`src/rtl/tbg_pkg.sv`:
```
package tbg_pkg;
  localparam int unsigned TBG_CW = 16;
  localparam int unsigned TBG_AW = 2;

  typedef enum logic [TBG_AW-1:0] {
    REG_PERIOD = 2'd0,
    REG_COUNT  = 2'd1,
    REG_DELAY  = 2'd2,
    REG_WIDTH  = 2'd3
  } tbg_reg_e;

  typedef struct packed {
    logic [TBG_CW-1:0] period;
    logic [TBG_CW-1:0] count;
    logic [TBG_CW-1:0] delay;
    logic [TBG_CW-1:0] width;
  } tbg_cfg_t;
endpackage

```
`src/rtl/tbg_cfg_regs.sv`:
```
module tbg_cfg_regs
  import tbg_pkg::*;
(
  input  logic              clk,
  input  logic              rst_n,
  input  logic              we,
  input  logic [TBG_AW-1:0] addr,
  input  logic [TBG_CW-1:0] wdata,
  input  logic              load,
  input  logic              busy,
  output tbg_cfg_t          live_o,
  output tbg_cfg_t          shadow_o
);
  tbg_cfg_t live_q, live_d;
  tbg_cfg_t shad_q, shad_d;

  always_comb begin
    live_d = live_q;
    if (we) begin
      unique case (tbg_reg_e'(addr))
        REG_PERIOD: live_d.period = wdata;
        REG_COUNT:  live_d.count  = wdata;
        REG_DELAY:  live_d.delay  = wdata;
        REG_WIDTH:  live_d.width  = wdata;
        default:    live_d        = live_q;
      endcase
    end
  end

  always_comb begin
    shad_d = shad_q;
    if (load) shad_d = live_q;
  end

  always_ff @(posedge clk or negedge rst_n) begin
    if (!rst_n) begin
      live_q <= '0;
      shad_q <= '0;
    end else begin
      live_q <= live_d;
      shad_q <= shad_d;
    end
  end

  assign live_o   = live_q;
  assign shadow_o = shad_q;

  // the burst copy stays frozen while a burst runs
  assert_shadow_frozen_R6: assert property (@(posedge clk) disable iff (!rst_n)
    (busy && !load) |=> $stable(shad_q));
endmodule

```
`src/rtl/tbg_burst_seq.sv`:
```
module tbg_burst_seq
  import tbg_pkg::*;
#(
  parameter int unsigned MISS_W = 8
) (
  input  logic              clk,
  input  logic              rst_n,
  input  logic              trig_in,
  input  logic [TBG_CW-1:0] live_count,
  input  logic [TBG_CW-1:0] sh_period,
  output logic              start_o,
  output logic              busy_o,
  output logic [TBG_CW-1:0] phase_o,
  output logic              strobe_o,
  output logic [MISS_W-1:0] missed_o
);
  logic              trig_q;
  logic              busy_q, busy_d;
  logic [TBG_CW-1:0] ph_q, ph_d;
  logic [TBG_CW-1:0] rem_q, rem_d;
  logic [MISS_W-1:0] miss_q, miss_d;
  logic              rise, start, miss_ev;
  logic [TBG_CW-1:0] p_last;

  assign rise    = trig_in & ~trig_q;
  assign start   = rise & ~busy_q & (live_count != '0);
  assign miss_ev = rise & busy_q;
  assign p_last  = (sh_period == '0) ? '0 : sh_period - 1'b1;

  always_comb begin
    busy_d = busy_q;
    ph_d   = ph_q;
    rem_d  = rem_q;
    if (start) begin
      busy_d = 1'b1;
      ph_d   = '0;
      rem_d  = live_count;
    end else if (busy_q) begin
      if (ph_q >= p_last) begin
        ph_d = '0;
        if (rem_q <= 1) busy_d = 1'b0;
        else            rem_d  = rem_q - 1'b1;
      end else begin
        ph_d = ph_q + 1'b1;
      end
    end
  end

  always_comb begin
    miss_d = miss_q;
    if (miss_ev && !(&miss_q)) miss_d = miss_q + 1'b1;
  end

  always_ff @(posedge clk or negedge rst_n) begin
    if (!rst_n) begin
      trig_q <= 1'b0;
      busy_q <= 1'b0;
      ph_q   <= '0;
      rem_q  <= '0;
      miss_q <= '0;
    end else begin
      trig_q <= trig_in;
      busy_q <= busy_d;
      ph_q   <= ph_d;
      rem_q  <= rem_d;
      miss_q <= miss_d;
    end
  end

  assign start_o  = start;
  assign busy_o   = busy_q;
  assign phase_o  = ph_q;
  assign strobe_o = busy_q && (ph_q == '0);
  assign missed_o = miss_q;

  assert_first_strobe_R2: assert property (@(posedge clk) disable iff (!rst_n)
    start |=> strobe_o);
  assert_strobe_single_R2: assert property (@(posedge clk) disable iff (!rst_n)
    (strobe_o && sh_period > 1) |=> !strobe_o);
  assert_idle_holds_R3: assert property (@(posedge clk) disable iff (!rst_n)
    (!busy_q && !start) |=> !busy_q);
  assert_missed_inc_R7: assert property (@(posedge clk) disable iff (!rst_n)
    (miss_ev && !(&miss_q)) |=> (miss_q == $past(miss_q) + 1'b1));
endmodule

```
`src/rtl/tbg_gate.sv`:
```
module tbg_gate
  import tbg_pkg::*;
(
  input  logic              clk,
  input  logic              rst_n,
  input  logic              start,
  input  logic              busy,
  input  logic [TBG_CW-1:0] phase,
  input  tbg_cfg_t          live,
  input  tbg_cfg_t          shadow,
  output logic              gate_o,
  output logic              err_o
);
  logic [TBG_CW:0] sh_end, lv_end, lv_peff, sh_peff;
  logic            err_q, err_d;

  assign sh_end  = {1'b0, shadow.delay} + {1'b0, shadow.width};
  assign lv_end  = {1'b0, live.delay} + {1'b0, live.width};
  assign lv_peff = (live.period == '0) ? 1 : {1'b0, live.period};
  assign sh_peff = (shadow.period == '0) ? 1 : {1'b0, shadow.period};

  always_comb begin
    err_d = err_q;
    if (start) err_d = (lv_end > lv_peff);
  end

  always_ff @(posedge clk or negedge rst_n) begin
    if (!rst_n) err_q <= 1'b0;
    else        err_q <= err_d;
  end

  assign gate_o = busy && (phase >= shadow.delay) && ({1'b0, phase} < sh_end);
  assign err_o  = err_q;

  // the gate never reaches past the last offset of a period
  assert_gate_in_period_R5: assert property (@(posedge clk) disable iff (!rst_n)
    gate_o |-> ({1'b0, phase} < sh_peff));
  // no gate when the burst copy has zero width
  assert_zero_width_R4: assert property (@(posedge clk) disable iff (!rst_n)
    (shadow.width == '0) |-> !gate_o);
endmodule

```
`src/rtl/trig_burst_gen.sv`:
```
module trig_burst_gen
  import tbg_pkg::*;
#(
  parameter int unsigned MISS_W = 8
) (
  input  logic              clk,
  input  logic              rst_n,
  input  logic              trig_in,
  input  logic              cfg_we,
  input  logic [TBG_AW-1:0] cfg_addr,
  input  logic [TBG_CW-1:0] cfg_wdata,
  output logic              strobe_a,
  output logic              gate_b,
  output logic [MISS_W-1:0] missed_cnt,
  output logic              cfg_err
);
  tbg_cfg_t          live, shadow;
  logic              start, busy;
  logic [TBG_CW-1:0] phase;

  tbg_cfg_regs u_regs (
    .clk(clk), .rst_n(rst_n), .we(cfg_we), .addr(cfg_addr), .wdata(cfg_wdata),
    .load(start), .busy(busy), .live_o(live), .shadow_o(shadow)
  );

  tbg_burst_seq #(.MISS_W(MISS_W)) u_seq (
    .clk(clk), .rst_n(rst_n), .trig_in(trig_in), .live_count(live.count),
    .sh_period(shadow.period), .start_o(start), .busy_o(busy), .phase_o(phase),
    .strobe_o(strobe_a), .missed_o(missed_cnt)
  );

  tbg_gate u_gate (
    .clk(clk), .rst_n(rst_n), .start(start), .busy(busy), .phase(phase),
    .live(live), .shadow(shadow), .gate_o(gate_b), .err_o(cfg_err)
  );
endmodule

```
`config.mk`:
```
export PLATFORM = sky130hd
export DESIGN_NAME = trig_burst_gen
export DESIGN_NICKNAME = d
export VERILOG_FILES = /design/src/rtl/tbg_pkg.sv /design/src/rtl/tbg_cfg_regs.sv /design/src/rtl/tbg_burst_seq.sv /design/src/rtl/tbg_gate.sv /design/src/rtl/trig_burst_gen.sv
export SDC_FILE = /design/constraint.sdc
export NUM_CORES = 1
export LEC_CHECK = 0
export ABC_AREA = 1
export BUFFER_PORTS_ARGS = -buffer_cell sky130_fd_sc_hd__buf_4
export CAP_MARGIN = 40
export CORE_MARGIN = 4
export CORE_UTILIZATION = 60
export CTS_BUF_LIST = sky130_fd_sc_hd__clkbuf_16
export DETAILED_ROUTE_END_ITERATION = 12
export PLACE_DENSITY_LB_ADDON = 0.15
export SLEW_MARGIN = 20
export SYNTH_ARGS = -nofsm -noshare
export SYNTH_HDL_FRONTEND = slang
export SYNTH_SLANG_ARGS = --single-unit
export TNS_END_PERCENT = 100
```
`constraint.sdc`:
```
create_clock -name clk -period 6.9 [get_ports clk]
set_input_delay 1.38 -clock clk [delete_from_list [all_inputs] [get_ports clk]]
set_output_delay 1.38 -clock clk [all_outputs]
set_load 0.05 [all_outputs]
```
==> reports/results.tsv, run 1 <==
stage	metric	value	unit
outcome	outcome	completed	
worst_setup_path	crit_chain	ha_1 > fa_1 > nand3_1 > nand2_1 > a31oi_1 > o21ai_0 > a21oi_1 > xor2_1 > ha_1 > a21oi_1 > nor2_1 > a211oi_1 > nand2_1 > nand2_1 > nand2_1 > nand2_1 > nand2_1 > a21oi_1 > buf_4	
sta	timing.final.max_slew_violations	0	
synthesis	synthAdderAreaFrac	13.03	%
power	p_clk_share	37.0	%
worst_setup_path	required	5.52	ns
finish	area_growth	10.81	%
worst_setup_path	max_stage_delay	0.41	ns
clocking	cts-resized-gates	0	
power	vdd_drop_max	0.2036	mV
sta	tns	0	ns
synthesis	yosysMostFrequentCell	nand2_1	
worst_setup_path	path_buf_inv	1	
worst_setup_path	reg2reg_slack	3.54	ns
synthesis	avgSynthCellArea	7.809	um2
placed_design	dpl.hpwl	17.99	mm
sta	finalClockSkew	0.01655	ns
clocking	cts_tree	yes	
power	intPower	1765	uW
synthesis	yosys-top-cells-count	nand2_1, dfrtp_1, inv_1	
die	pin_count	33	
worst_setup_path	reg2regPathDepth	13	
synthesis	synth.net_count	1420	
sta	fin_ws	1.887	ns
detailed_routing	route.detailed.wl_per_inst	15.79	um
clocking	clk_latency	0.43	ns
placed_design	placed_cells	1520	
flow_run	drv_cap	0	
placed_design	pre_cts_slack	2.348	ns
sta	hold_violations	0	
clocking	cts_buffers	17	
synthesis	synth_simple_gate_area_share	23.64	%
worst_setup_path	startpoint_type	flop	
worst_setup_path	critPathKind	reg2out	
detailed_routing	drt_wl_total	24.54	mm
sta	worst_pin_slew	0.8095	ns
synthesis	synth_cells	1294	
synthesis	synth_top_family_by_area	simple AND/OR/NAND/NOR gates	
sta	finalCriticalPeriod	5.013	ns
detailed_routing	firstDrtPassIters	5	
finish	antenna_cells	0	
clocking	post_cts_buffers	0	
clocking	clk_pin_slew	0.06	ns
finish	drive_above_1_share	7.496	%
synthesis	seq_area_frac_synth	38.39	%
synthesis	yosys.area.top_type_share	38.39	%
finish	multiInputGateArea	0.005465	mm2
sta	max_clock_freq	0.1995	GHz
global_routing	grt_max_degree	93	
finish	seqCellArea	0.003879	mm2
global_routing	grt_pass1_wl	40.30	mm
global_routing	grt_overflow	0	
sta	min_period_over_period	72.65	%
synthesis	ys_async_sr_fraction	100.0	%
power	leakagePower	0.005861	uW
placed_design	numPortBuffers	32	
die	dieWidth	137.8	um
sta	setup_viol	0	
die	std_cell_rows	47	
synthesis	synth_xor_area_share	4.421	%
die	die_area	0.01898	mm2
synthesis	yosys_warnings	0	
detailed_routing	drt_iter0_drc	618	
clocking	cts-root-buf	clkbuf_16	
worst_setup_path	slowest_stage	dfrtp_1	
detailed_routing	ant_nets	0	
die	core_area	0.01652	mm2
hold_path	hp-start	u_regs.live_o[50]	
synthesis	synthFlopType	dfrtp_1	
finish	nFillCells	1406	
worst_setup_path	crit_family	compound AO/OA/AOI/OAI gates	
clocking	clock_sinks	155	
synthesis	synth-edff-count	0	
synthesis	yosysTopAreaCell	dfrtp_1	
hold_path	whs_path_depth	2	
sta	relSlewSlack	46.03	%
synthesis	syn_area	0.01010	mm2
synthesis	synth_cell_type_count	47	
placed_design	place_congestion	0.9174	
global_routing	antenna_found_initial	0	
hold_path	hold_path.class	reg2reg	
power	power_frac_comb	21.8	%
synthesis	synth.area.mux_share	0	%
hold_path	whs_endpoint	u_regs.live_o[50]	
clocking	cts_hold_buf	0	
power	netSwitchingFraction	31.69	%
power	p_switching	819.2	uW
worst_setup_path	crit_fanout	3	
die	die_h	137.8	um
synthesis	synth.area.top_cells	dfrtp_1, ha_1, nand2_1	
worst_setup_path	crit_top_cell	nand2_1	
power	power	2585	uW
worst_setup_path	endpoint_kind	output port	
power	power.density	230.8	mW/mm2
global_routing	grtUsageTotal	27.29	%
die	start_util	61.15	%
sta	rsz0062_at_grt	no	
finish	nets	1447	
clocking	htree_levels	4	
worst_setup_path	timing.rr.end	u_seq.rem_q[11]	
synthesis	synth_seq_cells	155	
worst_setup_path	arrival	3.63	ns
clocking	cts_buffer_depth	2	
power	pwr-share-seq	41.2	%
synthesis	synth_compound_area_share	13.00	%
detailed_routing	viasPerCell	5.514	
detailed_routing	via_count	8568	
detailed_routing	drc_errors	0	
worst_setup_path	reg2reg_from	u_regs.shadow_o[56]	
global_routing	first_global_vias	8031	
finish	stdcell_count	1554	
-- metrics by stage --
| stage | hold slack [ns] | area [um2] | util (%) |
|---|---|---|---|
| after detailed placement | 0.4727 | 10540 | 63.79 |
| final | 0.4796 | 11200 | 67.76 |
| after floorplan | 0.4530 | 10100 | - |
| after CTS | 0.4882 | 11140 | 67.43 |
| after global placement | 0.4661 | 10460 | 63.28 |
| after global routing | 0.5057 | 11200 | 67.76 |
-- area by class of cell --
class	instances	share of cell area [%]
tap	220	2.458
timing repair buffer	40	3.498
multi-input combinational	951	48.81
clock inverter	15	1.564
inverter	156	5.230
sequential	155	34.64
clock buffer	17	3.799
-- flip-flops by register name, indices dropped and copies added, names as in the netlist --
signal / flops
u_gate.err_o: 1
u_regs.shadow_o: 48
u_seq.busy_o: 1
u_regs.live_o: 64
u_seq.missed_o: 8
u_seq.trig_q: 1
u_seq.rem_q: 16
u_seq.phase_o: 16
-- cells by family (layout without fill, tap and decap cells) --
group / count (synthesis) / after routing
simple gates: 549 / 549
compound gates: 247 / 247
buf+inv: 188 / 228
flops: 155 / 155
fa+ha+maj: 104 / 104
xor+xnor: 51 / 51
-- cell usage in the layout (no fill, tap or decap), types with 4 or more instances in the layout --
master     instances
nand2_1          328
dfrtp_1          155
a31oi_1            8
ha_1             102
inv_1            155
inv_2              4
o21bai_1           6
nand3b_1           5
nor4_1             4
xor2_1            39
xnor2_1           12
nand3_1           62
nor2_1            87
o21ai_0          135
o21a_1             4
nor2_2             8
nand4_1           23
o21ai_1           19
buf_4             32
a21o_1             4
nor3_1            11
a21oi_1           59
clkbuf_16         17
-- worst max-delay path by stage --
stage	slack, ns	start	depth (start not counted)	endpoint
after floorplan	2.16	u_regs.shadow_o[16]	18	gate_b
after global placement	2.41	u_regs.shadow_o[16]	19	gate_b
after detailed placement	2.35	u_regs.shadow_o[16]	19	gate_b
after CTS	1.89	u_regs.shadow_o[16]	19	gate_b
after global routing	1.55	u_regs.shadow_o[16]	19	gate_b
final	1.89	u_regs.shadow_o[16]	19	gate_b
-- per-layer routing --
layer	vias to the layer above	global-route usage [%]	share of wire (%)
met5	-	0	0
met4	0	7.245	2.1
met3	40	5.369	4.5
met2	191	44.12	47
met1	4024	37.77	46
li1	4313	-	-
-- tightest hold or removal path, stage by stage (launching register included) --
cell and delay (ns):
dfrtp_1 0.34, nand2_1 0.05, o21ai_0 0.05
-- power by group through the flow --
stage / clock [uW] / combinational, uW / sequential [uW]
final: 957 / 563 / 1060
after global placement: 0 / 537 / 1080
after detailed placement: 0 / 556 / 1080
after floorplan: 0 / 347 / 1110
after CTS: 969 / 561 / 1060
after global routing: 1010 / 639 / 1070
Note: power is estimated with default switching activity, not from simulation.
==> run 2: changes to the inputs <==
- ABC_AREA: 1 -> 0
- CORE_UTILIZATION: 60 -> 57
- clock period: 6.9 -> 4.4 ns (I/O delays scaled with it)
==> reports/results.tsv, run 2 <==
stage	metric	value	unit
synthesis	yosysTopAreaCell	dfrtp_1	
sta	tns	-0.08629	ns
synthesis	synthAdderAreaFrac	13.73	%
clocking	clk_latency	0.43	ns
synthesis	synth_cell_type_count	65	
outcome	violations	negative setup slack	
clocking	cts_hold_buf	0	
worst_setup_path	endpoint_kind	output port	
worst_setup_path	crit_fanout	2	
detailed_routing	via_count	7537	
flow_run	drv_cap	0	
power	power	5449	uW
sta	rsz0062_at_grt	yes	
synthesis	synth_compound_area_share	15.00	%
worst_setup_path	critPathKind	reg2out	
synthesis	synthFlopType	dfrtp_1	
finish	antenna_cells	0	
synthesis	syn_area	0.009584	mm2
synthesis	ys_async_sr_fraction	100.0	%
sta	max_clock_freq	0.2229	GHz
sta	finalClockSkew	0.01202	ns
global_routing	grt_max_degree	80	
synthesis	synth.net_count	1124	
power	power.density	496.9	mW/mm2
finish	most-common-layout-cells	dfrtp_1, nand2_1, ha_1	
sta	fin_ws	-0.08629	ns
synthesis	seq_area_frac_synth	40.47	%
sta	relSlewSlack	49.42	%
outcome	outcome	finished with violations	
synthesis	synth.area.top_cells	dfrtp_1, ha_1, nand2_1	
die	std_cell_rows	47	
placed_design	pre_cts_slack	-0.06277	ns
global_routing	grtUsageTotal	26.45	%
synthesis	avgSynthCellArea	9.603	um2
synthesis	yosysMostFrequentCell	dfrtp_1	
global_routing	antenna_found_initial	0	
clocking	cts-root-buf	clkbuf_16	
worst_setup_path	reg2reg_slack	0.48	ns
synthesis	synth-edff-count	0	
die	pin_count	33	
global_routing	grt_pass1_wl	38.33	mm
clocking	cts_buffer_depth	2	
power	leakagePower	0.005204	uW
sta	timing.final.max_slew_violations	0	
placed_design	dpl.hpwl	17.93	mm
detailed_routing	drt_iter0_drc	539	
global_routing	grt_overflow	0	
finish	final_common_cell	dfrtp_1	
die	start_util	58.00	%
synthesis	synth_cells	998	
synthesis	synth_seq_cells	155	
synthesis	synth_xor_area_share	5.757	%
placed_design	numPortBuffers	32	
power	vdd_drop_max	0.4326	mV
global_routing	first_global_vias	7235	
detailed_routing	drt_wl_total	23.78	mm
synthesis	yosys-top-cells-count	dfrtp_1, nand2_1, ha_1	
sta	setup_viol	1	
die	core_area	0.01652	mm2
detailed_routing	ant_nets	0	
detailed_routing	viasPerCell	5.861	
hold_path	hold_path.class	in2async	
detailed_routing	route.detailed.wl_per_inst	18.49	um
die	die_h	137.7	um
clocking	htree_levels	4	
sta	finalCriticalPeriod	4.486	ns
finish	largest_reg_flops	64	
synthesis	synth_top_family_by_area	simple AND/OR/NAND/NOR gates	
synthesis	synth_simple_gate_area_share	15.95	%
finish	area_growth	14.41	%
worst_setup_path	startpoint_type	flop	
sta	min_period_over_period	102.0	%
worst_setup_path	reg2regPathDepth	17	
sta	hold_violations	0	
synthesis	yosys.area.top_type_share	40.47	%
placed_design	place_congestion	0.8873	
worst_setup_path	arrival	3.61	ns
clocking	clk_pin_slew	0.06	ns
clocking	cts_buffers	17	
worst_setup_path	required	3.52	ns
finish	nets	1179	
clocking	clock_sinks	155	
detailed_routing	firstDrtPassIters	5	
die	dieWidth	137.7	um
die	die_area	0.01895	mm2
synthesis	yosys_warnings	0	
synthesis	synth.area.mux_share	5.875	%
finish	drive_above_1_share	17.17	%
sta	worst_pin_slew	0.7530	ns
clocking	cts_tree	yes	
detailed_routing	drc_errors	0	
## run 2: cell types whose count changed after synthesis, sizes merged, moves of 14 or more
cell   delta
a21oi    -18
a21o     +20
nor2     -53
nand4    -14
o21ai    -64
inv     -106
xnor2    +24
nand3    -43
mux2     +50
nand2   -178
buf      -15
## run 2: timing repair
action                     CTS  global route
pin swaps                   15            13
setup buffers                4             2
setup endpoints to repair    1             1
gates resized for setup     18             6
## run 2: kinds of logic (layout without fill, tap and decap cells)
kind of cell,count (synthesis),after routing
AND/OR/NAND/NOR,321,321
AO/OA/AOI/OAI,225,225
flip-flops,155,155
adder cells (fa/ha/maj),104,104
buffers and inverters,80,148
XOR/XNOR,63,63
multiplexers,50,50
## run 2: worst max-delay path, cell delays in order (launching register included)
cell	delay [ns]
dfrtp_1	0.39
ha_2	0.19
fa_2	0.36
a21oi_2	0.18
o21ai_2	0.09
a21oi_2	0.20
a21oi_2	0.08
a21o_1	0.17
a21oi_2	0.14
xor2_1	0.16
ha_1	0.28
a21oi_2	0.15
nor2b_2	0.07
a311oi_2	0.25
nor2_1	0.08
a31oi_2	0.21
buf_6	0.19
## run 2: stage by stage
| stage | instances | utilization, % | cell area, um2 | hold slack [ns] |
|---|---|---|---|---|
| floorplan | 998 | - | 9590 | 0.4524 |
| global placement | 1243 | 61.66 | 10190 | 0.4697 |
| detailed placement | 1246 | 61.87 | 10220 | 0.4775 |
| CTS | 1282 | 65.81 | 10870 | 0.4936 |
| global route | 1286 | 66.36 | 10970 | 0.2190 |
| finish | 1286 | 66.36 | 10970 | 0.2363 |
## run 2: worst paths after layout
check                                          from                  to
worst max-delay path            u_regs.shadow_o[16]              gate_b
worst min-delay path                          rst_n   u_seq.phase_o[10]
worst max register to register     u_regs.live_o[0]        u_gate.err_o
worst min register to register   u_regs.shadow_o[5]  u_regs.shadow_o[5]
max in group asynchronous                     rst_n   u_regs.live_o[31]
min in group clk                 u_regs.shadow_o[5]  u_regs.shadow_o[5]
## run 2: final cells by class
class / instances / area (um2)
fillers: 1329 / 5559
multi-input cells: 763 / 5514
flip-flops and latches: 155 / 3879
repair buffers: 66 / 550.5
clock buffers: 17 / 425.4
well taps: 220 / 275.3
inverters: 50 / 187.7
clock inverters: 15 / 133.9
## run 2: per-layer routing
layer | wire, um | global-route usage (%) | share of wire (%)
met5 | 0 | 0 | 0
met4 | 447 | 7.705 | 1.9
met3 | 1299 | 4.785 | 5.5
met2 | 10790 | 40.51 | 45
met1 | 11240 | 38.37 | 47
## run 2: power breakdown
| part | switching, uW | total [uW] | internal, uW |
|---|---|---|---|
| Clock | 657 | 1400 | 744 |
| Sequential | 296 | 2000 | 1700 |
| Combinational | 1130 | 2050 | 916 |
| Total | 2090 | 5450 | 3360 |
